<file path="src/rtl/hdx_pkg.sv">
package hdx_pkg;
    typedef enum logic [1:0] {
        ST_RX_IDLE   = 2'd0,
        ST_TX_GUARD  = 2'd1,
        ST_TX_ACTIVE = 2'd2,
        ST_RX_GUARD  = 2'd3
    } hdx_state_t;

    typedef struct packed {
        logic irtx_inv;   // bit 6
        logic irrx_inv;   // bit 5
        logic ir_half;    // bit 4
        logic de_invert;  // bit 3
        logic auto_de;    // bit 2
        logic rx_guard;   // bit 1
        logic tx_guard;   // bit 0
    } hdx_cfg_t;

    localparam hdx_cfg_t CFG_RESET = 7'b001_0000;
endpackage

</file>
<file path="src/rtl/hdx_guard_timer.sv">
module hdx_guard_timer #(
    parameter int FRAME_W    = 4,
    parameter int OVERSAMPLE = 16,
    parameter int GUARD_CHARS = 4
) (
    input  logic               clk,
    input  logic               rst_n,
    input  logic               load,
    input  logic               tick,
    input  logic [FRAME_W-1:0] frame_bits,
    output logic               done
);
    localparam int GUARD_MUL = OVERSAMPLE * GUARD_CHARS;
    localparam int CNT_W     = FRAME_W + $clog2(GUARD_MUL);

    logic [CNT_W-1:0] cnt;
    logic [CNT_W-1:0] load_val;

    assign load_val = CNT_W'(frame_bits) * CNT_W'(GUARD_MUL);
    assign done     = (cnt == '0);

    always_ff @(posedge clk or negedge rst_n) begin
        if (!rst_n) begin
            cnt <= '0;
        end else if (load) begin
            cnt <= load_val;
        end else if (tick && cnt != '0) begin
            cnt <= cnt - 1'b1;
        end
    end

    // without a tick or a load the count holds
    p_cnt_stall_r12: assert property (@(posedge clk) disable iff (!rst_n)
        (!load && !tick) |=> $stable(cnt));
    // an expired guard never wraps
    p_no_wrap_r3: assert property (@(posedge clk) disable iff (!rst_n)
        (!load && done) |=> done);
endmodule

</file>
<file path="src/rtl/hdx_turn_fsm.sv">
module hdx_turn_fsm
    import hdx_pkg::*;
(
    input  logic     clk,
    input  logic     rst_n,
    input  hdx_cfg_t cfg,
    input  logic     tx_fifo_empty,
    input  logic     tx_busy,
    input  logic     guard_done,
    output logic     guard_load,
    output logic     tx_permit,
    output logic     line_tx,
    output logic     rx_blank
);
    hdx_state_t state, state_nx;

    always_ff @(posedge clk or negedge rst_n) begin
        if (!rst_n) state <= ST_RX_IDLE;
        else        state <= state_nx;
    end

    always_comb begin
        state_nx   = state;
        guard_load = 1'b0;
        unique case (state)
            ST_RX_IDLE: begin
                if (!tx_fifo_empty) begin
                    if (cfg.tx_guard) begin
                        guard_load = 1'b1;
                        state_nx   = ST_TX_GUARD;
                    end else begin
                        state_nx   = ST_TX_ACTIVE;
                    end
                end
            end
            ST_TX_GUARD: begin
                if (guard_done) state_nx = ST_TX_ACTIVE;
            end
            ST_TX_ACTIVE: begin
                if (tx_fifo_empty && !tx_busy) begin
                    if (cfg.rx_guard) begin
                        guard_load = 1'b1;
                        state_nx   = ST_RX_GUARD;
                    end else begin
                        state_nx   = ST_RX_IDLE;
                    end
                end
            end
            ST_RX_GUARD: begin
                if (guard_done) state_nx = ST_RX_IDLE;
            end
            default: state_nx = ST_RX_IDLE;
        endcase
    end

    always_comb begin
        tx_permit = (state == ST_TX_ACTIVE);
        line_tx   = (state == ST_TX_GUARD) || (state == ST_TX_ACTIVE);
        rx_blank  = (state != ST_RX_IDLE);
    end

    // transmit direction is left only with an empty FIFO and idle shifter
    p_leave_tx_r6: assert property (@(posedge clk) disable iff (!rst_n)
        $fell(line_tx) |-> ($past(tx_fifo_empty) && !$past(tx_busy)));
    // a guarded permit edge comes only from an expired timer
    p_permit_after_guard_r3: assert property (@(posedge clk) disable iff (!rst_n)
        ($rose(tx_permit) && $past(state) == ST_TX_GUARD) |-> $past(guard_done));
endmodule

</file>
<file path="src/rtl/hdx_pin_drive.sv">
module hdx_pin_drive
    import hdx_pkg::*;
(
    input  hdx_cfg_t cfg,
    input  logic     line_tx,
    input  logic     rx_blank,
    input  logic     manual_de,
    input  logic     rx_strobe_in,
    input  logic     rx_err_in,
    input  logic     ir_rx_raw,
    input  logic     ir_tx_raw,
    output logic     de_pin,
    output logic     rx_enable,
    output logic     rx_strobe_out,
    output logic     rx_err_out,
    output logic     ir_rx,
    output logic     ir_tx_pin
);
    always_comb begin
        de_pin        = cfg.auto_de ? (line_tx ^ cfg.de_invert) : manual_de;
        rx_enable     = !cfg.ir_half || !rx_blank;
        rx_strobe_out = rx_strobe_in && rx_enable;
        rx_err_out    = rx_err_in && rx_enable;
        ir_rx         = ir_rx_raw ^ cfg.irrx_inv;
        ir_tx_pin     = ir_tx_raw ^ cfg.irtx_inv;
    end

    // nothing passes to the receiver side while blanked
    p_rx_gate_r11: assert final (!(rx_strobe_out || rx_err_out) || rx_enable);
    // full duplex never blanks
    p_full_duplex_r9: assert final (cfg.ir_half || rx_enable);
endmodule

</file>
<file path="src/rtl/hdx_turnaround.sv">
module hdx_turnaround
    import hdx_pkg::*;
#(
    parameter int FRAME_W     = 4,
    parameter int OVERSAMPLE  = 16,
    parameter int GUARD_CHARS = 4
) (
    input  logic               clk,
    input  logic               rst_n,
    input  logic               baud_tick,
    input  logic [FRAME_W-1:0] frame_bits,
    input  logic               tx_fifo_empty,
    input  logic               tx_busy,
    input  logic               cfg_wr,
    input  logic [6:0]         cfg_wdata,
    input  logic               manual_de,
    input  logic               rx_strobe_in,
    input  logic               rx_err_in,
    input  logic               ir_rx_raw,
    input  logic               ir_tx_raw,
    output logic               de_pin,
    output logic               tx_permit,
    output logic               rx_enable,
    output logic               rx_strobe_out,
    output logic               rx_err_out,
    output logic               ir_rx,
    output logic               ir_tx_pin
);
    hdx_cfg_t cfg;
    logic     guard_load, guard_done, line_tx, rx_blank;

    always_ff @(posedge clk or negedge rst_n) begin
        if (!rst_n)      cfg <= CFG_RESET;
        else if (cfg_wr) cfg <= hdx_cfg_t'(cfg_wdata);
    end

    hdx_guard_timer #(
        .FRAME_W(FRAME_W), .OVERSAMPLE(OVERSAMPLE), .GUARD_CHARS(GUARD_CHARS)
    ) timer_i (
        .clk(clk), .rst_n(rst_n), .load(guard_load), .tick(baud_tick),
        .frame_bits(frame_bits), .done(guard_done)
    );

    hdx_turn_fsm fsm_i (
        .clk(clk), .rst_n(rst_n), .cfg(cfg), .tx_fifo_empty(tx_fifo_empty),
        .tx_busy(tx_busy), .guard_done(guard_done), .guard_load(guard_load),
        .tx_permit(tx_permit), .line_tx(line_tx), .rx_blank(rx_blank)
    );

    hdx_pin_drive pins_i (
        .cfg(cfg), .line_tx(line_tx), .rx_blank(rx_blank), .manual_de(manual_de),
        .rx_strobe_in(rx_strobe_in), .rx_err_in(rx_err_in),
        .ir_rx_raw(ir_rx_raw), .ir_tx_raw(ir_tx_raw), .de_pin(de_pin),
        .rx_enable(rx_enable), .rx_strobe_out(rx_strobe_out),
        .rx_err_out(rx_err_out), .ir_rx(ir_rx), .ir_tx_pin(ir_tx_pin)
    );

    // automatic non-inverted enable drops only after the shifter drains
    p_de_hold_r6: assert property (@(posedge clk) disable iff (!rst_n)
        (cfg.auto_de && $past(cfg.auto_de) && !cfg.de_invert
         && !$past(cfg.de_invert) && $fell(de_pin))
        |-> ($past(tx_fifo_empty) && !$past(tx_busy)));
    // in half duplex the receiver is off whenever transmit is granted
    p_rx_off_in_tx_r9: assert property (@(posedge clk) disable iff (!rst_n)
        (cfg.ir_half && tx_permit) |-> !rx_enable);
endmodule

</file>
<file path="config.mk">
export PLATFORM = sky130hd
export DESIGN_NAME = hdx_turnaround
export DESIGN_NICKNAME = d
export VERILOG_FILES = /design/src/rtl/hdx_pkg.sv /design/src/rtl/hdx_guard_timer.sv /design/src/rtl/hdx_turn_fsm.sv /design/src/rtl/hdx_pin_drive.sv /design/src/rtl/hdx_turnaround.sv
export SDC_FILE = /design/constraint.sdc
export NUM_CORES = 1
export LEC_CHECK = 0
export BUFFER_PORTS_ARGS = -buffer_cell sky130_fd_sc_hd__buf_2
export CORE_MARGIN = 2
export CORE_UTILIZATION = 51
export DETAILED_ROUTE_END_ITERATION = 8
export GPL_TIMING_DRIVEN = 0
export PLACE_DENSITY = 0.85
export RECOVER_POWER = 25
export SYNTH_ARGS = -nofsm -noshare
export SYNTH_HDL_FRONTEND = slang
export SYNTH_SLANG_ARGS = --single-unit
</file>
<file path="constraint.sdc">
create_clock -name clk -period 1.9 [get_ports clk]
set_input_delay 0.285 -clock clk [delete_from_list [all_inputs] [get_ports clk]]
set_output_delay 0.285 -clock clk [all_outputs]
set_load 0.01 [all_outputs]
</file>
==> results by group <==
Outcome
  • Status: finished, final reports clean

Routing
  • Vias post-DR: 883
  • Antenna-violating nets left: 0
  • Drt pass-1 iters: 4
  • DRT Wirelength: roughly 2300 µm
  • Vias per cell: roughly 5.2
  • Drt first-iter violations: 9
  • Wire per inst: 13.4 µm
  • DRC: 0

Pwr
  • Logic gate share of total power: 52.4%
  • Int Pwr: 1.09 mW
  • Switching share of power: a little over two fifths
  • Register share of total power: 36.8%
  • Switching power: 0.804 mW
  • Pwr dens: 1380 mW/mm²
  • Peak supply drop: about 0.00080 V
  • Clock Power Share: between 10% and 20%
  • LEAKAGE: around 0.61 nW
  • Overall power: approximately 1.9 mW

Clock tree
  • Clk buf depth: 2
  • H-tree depth: 1
  • CTS tree: done
  • CTS clk-pin slew, worst paths: 0.11 ns
  • CTS Sinks: 19
  • CTS Buf Count: 3
  • Worst skew pair latency: about 0.29 ns
  • CTS Root Cell: clkbuf_4

Yosys
  • Number of synthesized flops with an enable pin: 0
  • Post-synth ARST share: 100%
  • Mapped Area: approximately 0.0011 mm²
  • Yosys reg bits: 19
  • Area leader, netlist: dfrtp_1
  • Syn Area/Cell: 10.6 µm²
  • Sequential fraction of the synthesis area: 42.3%
  • Ranking of synthesized cells by area: dfrtp_1 (40%), mux2_2 (8.0%), ha_1 (5.5%), xor2_1 (4.7%), nand2_1 (3.0%)
  • Top-count cell post-synth: dfrtp_1
  • Top post-synthesis cells by count: dfrtp_1 (18), nand2_1 (9), nor2_1 (9), mux2_2 (8), xor2_1 (6)
  • Yosys warns: 0
  • Ys flop type: dfrtp_1
  • Cells after Synth: roughly 110
  • Share of the synthesized area in the top cell type: 40.0%
  • Post-synth cell types: 40
  • Synthesized Nets: 133

Timing
  • Fmax: ~560 MHz
  • Setup Skew: 0.00436 ns
  • Final setup viols: 0
  • WHS: 0.190 ns
  • Fin crit period: 1.80 ns
  • Slew Viols, Final: 0
  • Post-route clock period utilization: between 90% and 100%
  • Actual slew at the worst max-slew pin: ~1.0 ns
  • Max_slew headroom: between 30% and 40%
  • Final hold violation count: 0

Floorplanning
  • Placeable Area: about 0.0021 mm²
  • Chip Width: slightly above 50 µm
  • Die Span Y: roughly 50 µm
  • Row count: 17
  • Initial Utilization: around 52%
  • Die Area: between 0.002 and 0.003 mm²
  • IO Pins: 29

Cells and area
  • Fillcell total: around 180
  • ANT cells: 0
  • Area delta synth->final: 21.6%
  • Layout cells sized above 1: 36.9%
  • Nets: 169

GRT
  • GRT Total Usage: approximately a fifth
  • Global-route wire length before repair: between 3000 and 4000 µm
  • Vias in the first global route: approximately 900
  • Initial antenna violation count: 0
  • Overflow after GRT: 0
  • Largest net degree at the start of global routing: 20

Critical path
  • Critical Path RT: 1.62 ns
  • Crit. End Element: primary output
  • Critical path launch point: fsm_i.state[0]$_DFFE_PN0P_
  • Reg2reg setup slack: about 0.12 ns
  • WP data arrival: about 1.5 ns
  • Crit start category: flop
  • CP Max Fanout: 5
  • Crit Path Category: flop to primary output
  • R2R Path Start: timer_i.cnt[3]$_DFFE_PN0P_

Worst hold path
  • Worst hold path startpoint: frame_bits[3]
  • Worst hold path class: input port to flop

Placed design
  • Port buffer count: 27
  • Final GP Congestion: 0.822
  • DP Wirelength: 1700 µm

Run
  • Maximum capacitance violations: 0
sequential cells by signal, summed over array words and instances (netlist names):
register     cells
fsm_i.state      2
cfg              7
timer_i.cnt     10
power by group through the flow:
stage	logic, mW	registers (mW)	clock network [mW]
floorplan	0.716	0.662	0
global placement	0.871	0.682	0
detailed placement	0.909	0.697	0
CTS	0.932	0.698	0.207
global route	1.12	0.723	0.217
finish	0.995	0.698	0.205
final timing paths:
check,endpoint,cells after the start
max,rx_err_out,5
min,timer_i.cnt[9]$_DFFE_PN0P_,3
max reg2reg,fsm_i.state[0]$_DFFE_PN0P_,5
min reg2reg,cfg[1]$_DFFE_PN0P_,1
max in group asynchronous,cfg[1]$_DFFE_PN0P_,2
min in group asynchronous,timer_i.cnt[2]$_DFFE_PN0P_,2
cells in the final DEF (no fill, tap or decap), types with 3 or more instances in the layout:
| cell | instances |
|---|---|
| o21ai_0 | 4 |
| buf_2 | 26 |
| mux2_2 | 8 |
| inv_1 | 4 |
| dfrtp_1 | 18 |
| buf_4 | 3 |
| ha_1 | 5 |
| nand2_1 | 9 |
| a21oi_1 | 4 |
| clkbuf_1 | 3 |
| xnor2_1 | 3 |
| nor2_1 | 9 |
| clkbuf_4 | 3 |
| xor2_1 | 6 |
cells by family after synthesis:
family	share of synthesized area, %
compound gates	13.3
buf+inv	3.00
fa+ha+maj	5.55
simple gates	18.1
flops	42.3
mux	10.8
xor+xnor	6.99
critical path, cell delays in order, from the launching register on:
cell	delay (ns)
dfrtp_1	0.41
inv_1	0.08
ha_1	0.26
nand2b_1	0.19
and2_1	0.16
buf_2	0.13
metrics by stage:
step	utilization (%)	area, µm²	std cells	TNS, ns	setup WS, ns
global placement	60.4	1300	161	0	0.0499
CTS	62.5	1340	166	0	0.00528
floorplan	-	1130	106	0	0.228
global route	63.8	1370	169	-0.0140	-0.0140
finish	63.8	1370	169	0	0.102
detailed placement	60.4	1300	161	-0.00603	-0.00603
layout make-up:
| class | instances | area, µm² | share of cell area (%) |
|---|---|---|---|
| multi-input combinational | 80 | 632 | 46.1 |
| sequential | 19 | 477 | 34.8 |
| timing repair buffer | 31 | 166 | 12.1 |
| tap | 28 | 35.0 | 2.55 |
| clock buffer | 4 | 26.3 | 1.92 |
| buffer | 3 | 20.0 | 1.46 |
| inverter | 4 | 15.0 | 1.09 |
layer usage:
metal | global-route usage (%) | vias up | wire length, µm
met3 | 3.22 | 2 | 80
li1 | - | 443 | -
met2 | 33.3 | 20 | 1180
met5 | 0 | - | 0
met1 | 22.8 | 418 | 988
met4 | 7.21 | 0 | 14
repair_timing:
item / CTS / global route
pin swaps: 0 / 1
hold endpoints to repair: 18 / 0
endpoints found under the setup margin: 1 / 11
resized for setup: 1 / 3
hold buffers: 1 / 0
setup buffers: 0 / 3
Note: power is estimated with default switching activity, not from simulation.
